==> src/rtl/sfe_pkg.sv <==
`timescale 1ns/1ps
package sfe_pkg;
    typedef enum logic [2:0] {
        ST_IDLE,
        ST_SEARCH,
        ST_PREP,
        ST_DIVIDE,
        ST_FINISH
    } sfe_state_t;
endpackage

==> src/rtl/sfe_peak_pick.sv <==
`timescale 1ns/1ps
// Masks untrusted sub-channels to zero, finds the first maximum and
// returns it with its neighbours (zero beyond either end).
module sfe_peak_pick #(
    parameter int NUM_CH = 11,
    parameter int VAL_W  = 24,
    parameter int IDX_W  = 4
) (
    input  logic [NUM_CH*VAL_W-1:0] vals,
    input  logic [NUM_CH-1:0]       valid,
    output logic [IDX_W-1:0]        best_idx,
    output logic [VAL_W-1:0]        left_val,
    output logic [VAL_W-1:0]        ctr_val,
    output logic [VAL_W-1:0]        right_val,
    output logic                    any_valid
);
    // padded view: slot 0 and slot NUM_CH+1 are permanent zeros
    logic [VAL_W-1:0] padded [NUM_CH+2];

    assign padded[0]        = '0;
    assign padded[NUM_CH+1] = '0;

    for (genvar g = 0; g < NUM_CH; g++) begin : g_mask
        assign padded[g+1] = valid[g] ? vals[g*VAL_W +: VAL_W] : '0;
    end

    assign any_valid = |valid;

    logic [VAL_W-1:0] best_val;

    always_comb begin
        best_idx = '0;
        best_val = padded[1];
        for (int i = 1; i < NUM_CH; i++) begin
            if (padded[i+1] > best_val) begin
                best_val = padded[i+1];
                best_idx = IDX_W'(i);
            end
        end
    end

    always_comb begin
        left_val  = '0;
        ctr_val   = '0;
        right_val = '0;
        for (int i = 0; i < NUM_CH; i++) begin
            if (IDX_W'(i) == best_idx) begin
                left_val  = padded[i];
                ctr_val   = padded[i+1];
                right_val = padded[i+2];
            end
        end
    end
endmodule

==> src/rtl/sfe_frac_div.sv <==
`timescale 1ns/1ps
// Restoring divider, one quotient bit per clock, NUM_W steps per run.
module sfe_frac_div #(
    parameter int NUM_W = 28,
    parameter int DEN_W = 27
) (
    input  logic             clk,
    input  logic             rst_n,
    input  logic             load,
    input  logic [NUM_W-1:0] numer,
    input  logic [DEN_W-1:0] denom,
    output logic [NUM_W-1:0] quot,
    output logic             finished
);
    localparam int CNT_W = $clog2(NUM_W + 1);

    logic [CNT_W-1:0] steps_left;
    logic [DEN_W-1:0] rem_q;
    logic [DEN_W-1:0] den_q;
    logic [DEN_W:0]   rem_shift;
    logic             fits;

    assign rem_shift = {rem_q, quot[NUM_W-1]};
    assign fits      = rem_shift >= {1'b0, den_q};

    always_ff @(posedge clk or negedge rst_n) begin
        if (!rst_n) begin
            steps_left <= '0;
            rem_q      <= '0;
            den_q      <= '0;
            quot       <= '0;
            finished   <= 1'b0;
        end else if (load) begin
            steps_left <= CNT_W'(NUM_W);
            rem_q      <= '0;
            den_q      <= denom;
            quot       <= numer;
            finished   <= 1'b0;
        end else if (steps_left != '0) begin
            steps_left <= steps_left - 1'b1;
            rem_q      <= fits ? DEN_W'(rem_shift - {1'b0, den_q}) : rem_shift[DEN_W-1:0];
            quot       <= {quot[NUM_W-2:0], fits};
            finished   <= (steps_left == CNT_W'(1));
        end else begin
            finished   <= 1'b0;
        end
    end
endmodule

==> src/rtl/subband_freq_est.sv <==
`timescale 1ns/1ps
module subband_freq_est
    import sfe_pkg::*;
#(
    parameter int NUM_CH   = 11,
    parameter int VAL_W    = 24,
    parameter int FRAC_W   = 4,
    parameter int BASE_KHZ = 500,
    parameter int STEP_KHZ = 100,
    parameter int GRID_KHZ = 25,
    parameter int FREQ_W   = 16,
    parameter int FCW_W    = 12
) (
    input  logic                    clk,
    input  logic                    rst_n,
    input  logic                    start,
    input  logic [NUM_CH*VAL_W-1:0] peak_vals,
    input  logic [NUM_CH-1:0]       peak_valid,
    output logic                    done,
    output logic [$clog2(NUM_CH)-1:0] peak_idx,
    output logic [FRAC_W-1:0]       frac_code,
    output logic [FREQ_W-1:0]       freq_hkhz,
    output logic [FCW_W-1:0]        fcw
);
    localparam int IDX_W   = $clog2(NUM_CH);
    localparam int MAG_W   = FRAC_W - 1;
    localparam int Q_W     = VAL_W + 2;
    localparam int NUM_W   = VAL_W + 1 + MAG_W;
    localparam int DEN_W   = Q_W + 1;
    localparam int UNIT_HK = (2 * STEP_KHZ) >> MAG_W;      // half-kHz per eighth step
    localparam int BASE_E  = (2 * BASE_KHZ) / UNIT_HK;     // start frequency in eighth steps
    localparam int GRID_E  = (2 * GRID_KHZ) / UNIT_HK;     // grid pitch in eighth steps
    localparam int G_SHIFT = $clog2(GRID_E);
    localparam int E_W     = FREQ_W;

    sfe_state_t state_q, state_d;

    // ---------------- snapshot and search ----------------
    logic [NUM_CH*VAL_W-1:0] snap_vals;
    logic [NUM_CH-1:0]       snap_valid;
    logic [IDX_W-1:0]        pick_idx;
    logic [VAL_W-1:0]        pick_l, pick_c, pick_r;
    logic                    pick_any;

    sfe_peak_pick #(.NUM_CH(NUM_CH), .VAL_W(VAL_W), .IDX_W(IDX_W)) u_pick (
        .vals      (snap_vals),
        .valid     (snap_valid),
        .best_idx  (pick_idx),
        .left_val  (pick_l),
        .ctr_val   (pick_c),
        .right_val (pick_r),
        .any_valid (pick_any)
    );

    logic [IDX_W-1:0] idx_r;
    logic [VAL_W-1:0] yl_r, yc_r, yr_r;
    logic [MAG_W-1:0] mag_r;

    // ---------------- fit terms ----------------
    logic [VAL_W:0]   diff_lr;
    logic             p_neg;
    logic [VAL_W:0]   abs_p;
    logic [Q_W-1:0]   q_full;
    logic [NUM_W-1:0] div_num;
    logic [DEN_W-1:0] div_den;
    logic             div_load;
    logic [NUM_W-1:0] div_quot;
    logic             div_fin;
    logic [MAG_W-1:0] mag_clamped;

    assign diff_lr = {1'b0, yr_r} - {1'b0, yl_r};
    assign p_neg   = diff_lr[VAL_W];
    assign abs_p   = p_neg ? (~diff_lr + 1'b1) : diff_lr;
    assign q_full  = {1'b0, yc_r, 1'b0} - {2'b00, yl_r} - {2'b00, yr_r};
    assign div_num = {abs_p, {MAG_W{1'b0}}} + NUM_W'(q_full);
    assign div_den = {q_full, 1'b0};
    assign div_load = (state_q == ST_PREP) && (q_full != '0);

    sfe_frac_div #(.NUM_W(NUM_W), .DEN_W(DEN_W)) u_div (
        .clk      (clk),
        .rst_n    (rst_n),
        .load     (div_load),
        .numer    (div_num),
        .denom    (div_den),
        .quot     (div_quot),
        .finished (div_fin)
    );

    assign mag_clamped = (|div_quot[NUM_W-1:MAG_W]) ? {MAG_W{1'b1}} : div_quot[MAG_W-1:0];

    // ---------------- result arithmetic ----------------
    logic             frac_neg;
    logic [E_W-1:0]   e_base, e_val;

    assign frac_neg = p_neg && (mag_r != '0);
    assign e_base   = E_W'(BASE_E) + (E_W'(idx_r) << MAG_W);
    assign e_val    = frac_neg ? (e_base - E_W'(mag_r)) : (e_base + E_W'(mag_r));

    // ---------------- state register ----------------
    always_ff @(posedge clk or negedge rst_n) begin
        if (!rst_n) state_q <= ST_IDLE;
        else        state_q <= state_d;
    end

    always_comb begin
        state_d = state_q;
        unique case (state_q)
            ST_IDLE:   if (start) state_d = ST_SEARCH;
            ST_SEARCH: state_d = pick_any ? ST_PREP : ST_IDLE;
            ST_PREP:   state_d = (q_full != '0) ? ST_DIVIDE : ST_FINISH;
            ST_DIVIDE: if (div_fin) state_d = ST_FINISH;
            ST_FINISH: state_d = ST_IDLE;
            default:   state_d = ST_IDLE;
        endcase
    end

    // ---------------- datapath registers ----------------
    always_ff @(posedge clk or negedge rst_n) begin
        if (!rst_n) begin
            snap_vals  <= '0;
            snap_valid <= '0;
            idx_r      <= '0;
            yl_r       <= '0;
            yc_r       <= '0;
            yr_r       <= '0;
            mag_r      <= '0;
        end else begin
            if (state_q == ST_IDLE && start) begin
                snap_vals  <= peak_vals;
                snap_valid <= peak_valid;
            end
            if (state_q == ST_SEARCH && pick_any) begin
                idx_r <= pick_idx;
                yl_r  <= pick_l;
                yc_r  <= pick_c;
                yr_r  <= pick_r;
            end
            if (state_q == ST_PREP)                mag_r <= '0;
            if (state_q == ST_DIVIDE && div_fin)   mag_r <= mag_clamped;
        end
    end

    // ---------------- outputs ----------------
    always_ff @(posedge clk or negedge rst_n) begin
        if (!rst_n) begin
            done      <= 1'b0;
            peak_idx  <= '0;
            frac_code <= '0;
            freq_hkhz <= '0;
            fcw       <= '0;
        end else if (state_q == ST_FINISH) begin
            done      <= 1'b1;
            peak_idx  <= idx_r;
            frac_code <= {frac_neg, mag_r};
            freq_hkhz <= FREQ_W'(e_val * UNIT_HK);
            fcw       <= FCW_W'((e_val + E_W'(GRID_E / 2)) >> G_SHIFT);
        end else begin
            done      <= 1'b0;
        end
    end
endmodule

==> config.mk <==
export PLATFORM = sky130hd
export DESIGN_NAME = subband_freq_est
export DESIGN_NICKNAME = d
export VERILOG_FILES = /design/src/rtl/sfe_pkg.sv /design/src/rtl/sfe_peak_pick.sv /design/src/rtl/sfe_frac_div.sv /design/src/rtl/subband_freq_est.sv
export SDC_FILE = /design/constraint.sdc
export NUM_CORES = 2
export LEC_CHECK = 0
export BUFFER_PORTS_ARGS = -buffer_cell sky130_fd_sc_hd__buf_4
export CORE_ASPECT_RATIO = 1.1
export CORE_MARGIN = 2
export CORE_UTILIZATION = 55
export CTS_CLUSTER_SIZE = 40
export DETAILED_ROUTE_END_ITERATION = 7
export PLACE_DENSITY = 0.7
export SYNTH_ARGS = -nofsm -noshare
export SYNTH_HDL_FRONTEND = slang
export SYNTH_SLANG_ARGS = --single-unit
==> constraint.sdc <==
create_clock -name clk -period 31.3 [get_ports clk]
set_clock_uncertainty 0.15 [all_clocks]
set_input_delay 6.26 -clock clk [delete_from_list [all_inputs] [get_ports clk]]
set_output_delay 6.26 -clock clk [all_outputs]
set_load 0.03 [all_outputs]
==> results.cfg <==
[status]
status = complete, but fails checks
failed_checks = design-rule violations, max-capacitance violations, max-slew violations

[sta]
final_max_slew_viol_count = 2
fmax_mhz = 33.7
period_minus_slack_ns = 29.63
maxSlewHeadroom_pct = -4.20
setup_tns_ns = 0
setup_viol = 0
fin_ws_ns = 1.67
worst_pin_slew_ns = 1.56
finalHoldViolCount = 0
post-route-period-util_pct = 94.7
grt_setup_unrepaired = no

[critical_path]
worstSetupPathType = flop to flop
reg2reg_to = yr_r[22]
cp-endpoint = yr_r[22]
critPathCaptureType = flop
ff2ff_path_depth = 120
path_common_cell = a21oi_1
required_ns = 31.64
worstPathMaxFanout = 31
path_buf_inv = 14
cp_top_family = compound AO/OA/AOI/OAI gates
worstPathArrival_ns = 29.98
timing.rr.start = snap_valid[0]
critPathSlowestCell = dfrtp_2
critPathLaunch = snap_valid[0]
path_depth = 120
cpPeakStageDelay_ns = 0.69
cp-start-kind = flop
rrSetupSlack_ns = 1.67

[synthesis]
yosys.area.top_type = dfrtp_1
ys.flop_type = dfrtp_1
seq_area_frac_synth_pct = 29.4
syn_nets = 5517
syn_area_mm2 = 0.0409
synthCells = 4814
yosysMostFrequentCell = nand2_1
async_reset_ff_share_pct = 100
synth_edf_count = 0
synth.top_cell.area_share_pct = 29.4
yosysWarnings = 0
synth_seq_cells = 480
syn_avg_cell_area_um2 = 8.50
netlist_top_cells_area = dfrtp_1, ha_1, mux2_2
yosys-top-cells-count = nand2_1, dfrtp_1, ha_1
ys_types = 91

[global_route]
grt_pass1_vias = 40200
antenna_found_initial = 20
track_usage_pct = 48.2
grt_max_degree = 97
grt_pass1_wl_um = 271000
grt_overflow = 0

[drt]
viasPerCell = 6.87
ant_nets = 0
wl_um = 190000
wl_per_cell_um = 31.5
drc = 74
drtIter0Drc = 5838
dr_total_vias = 41500
drt-pass1-iter-count = 8

[worst_hold_path]
min_path_type = flop to flop

[floorplanning]
initial_core_util_pct = 55.7
core_area_mm2 = 0.0734
dieHeight_um = 290
rows = 104
dieArea_mm2 = 0.0766
die_w_um = 264
pin_count = 315

[cells_and_area]
area_growth_pct = 13.1
drive_gt1_share_pct = 19.2
nFillCells = 6243
multiInputGateArea_mm2 = 0.0264
nNetsFinal = 5724
seqCellArea_mm2 = 0.0120

[clock_network]
numCtsBuffers = 53
cts.sinks = 480
clk_latency_ns = 0.65
cts_buffer_depth = 3
h-tree-depth = 2
cts_tree = yes
path_clk_slew_ns = 0.07
root_buffer = clkbuf_16

[job]
max-cap-violations = 1

[placement]
gp_congestion = 1.16
dp_hpwl_um = 151000
port-buffer-count = 314
post-place-ws_ns = 1.34
[cells in the final DEF, fill, tap and decap left out, types with 37 or more instances in the layout]
master / instances
o211ai_1: 48
a21oi_1: 332
nor2b_1: 39
a221oi_1: 45
a211oi_1: 73
inv_1: 374
dfrtp_1: 478
nand4_1: 60
o22ai_1: 58
and2_1: 51
xor2_1: 38
xnor2_1: 92
ha_1: 390
clkbuf_16: 54
nand2_1: 600
a21o_1: 78
nand3_1: 80
a31oi_1: 84
a22oi_1: 37
nor2_1: 319
buf_4: 439
nor3_1: 67
mux2_2: 386
o21ai_0: 235
o221ai_1: 96
[final cells by class]
| cell class | count | share of cell area, % |
|---|---|---|
| clock buffer | 71 | 3.19 |
| antenna | 17 | 0.0919 |
| tap | 954 | 2.58 |
| sequential | 480 | 26.0 |
| timing repair buffer | 445 | 7.37 |
| multi-input combinational | 3667 | 57.1 |
| inverter | 374 | 3.03 |
| clock inverter | 25 | 0.662 |
[through the flow]
step,cell area (µm²),cells,hold WS (ns),util [%]
after detailed placement,44400,5912,0.318,60.4
after CTS,46100,6008,0.335,62.9
final,46300,6033,0.329,63.1
after global routing,46200,6016,0.353,63.0
after global placement,44400,5912,0.313,60.4
after floorplan,40900,4814,0.300,-
[worst min-delay path by stage]
| stage | endpoint | cells after the start | from |
|---|---|---|---|
| finish | frac_code[3] | 2 | frac_code[3] |
| CTS | frac_code[3] | 2 | frac_code[3] |
| global placement | fcw[9] | 1 | fcw[9] |
| global route | frac_code[1] | 2 | frac_code[1] |
| detailed placement | fcw[11] | 1 | fcw[11] |
| floorplan | u_div.den_q[13] | 2 | u_div.den_q[13] |
[cells by family (layout without fill, tap and decap cells)]
kind of cell	Yosys count	count (layout)	share of synthesized area, %
other	0	17	0
adder cells (fa/ha/maj)	426	426	13.7
XOR/XNOR	130	130	2.78
buffers and inverters	667	915	6.32
flip-flops	480	480	29.4
AND/OR/NAND/NOR	1351	1351	14.7
multiplexers	403	403	11.1
AO/OA/AOI/OAI	1357	1357	22.1
[routing by layer]
layer / part of all wire [%] / track usage [%] / vias to the layer above
met1: 37 / 56.6 / 19800
met2: 42 / 71.8 / 2860
met4: 8.8 / 33.3 / 18
li1: - / - / 17800
met3: 12 / 19.2 / 952
met5: 0.12 / 0.880 / -
[worst reg2reg max path, delay by kind of cell (launching register included)]
kind | cells | cell delay, ns
adders and majority gates | 10 | 2.99
DFF | 1 | 0.69
buffers and inverters | 14 | 3.03
and+or+nand+nor | 35 | 7.29
AOI/OAI and AO/OA | 53 | 12.54
muxes | 8 | 2.79
[registers in the layout (all words and copies together) (netlist names), 4 cells and up]
signal and count:
frac_code 4, yr_r 24, u_div.rem_q 27, yl_r 24, u_div.den_q 26, fcw 12
snap_vals 264, snap_valid 11, idx_r 4, u_div.steps_left 5, peak_idx 4, yc_r 24
freq_hkhz 15, u_div.quot 28
[what timing repair did]
item	in CTS	in global routing
hold buffers	0	0
setup buffers	0	8
gates resized for setup	0	6
endpoints found under the setup margin	0	73
Power is left out: the tool's default activity adds up to more than one toggle a clock period on the data nets, which glitch-free logic cannot reach.
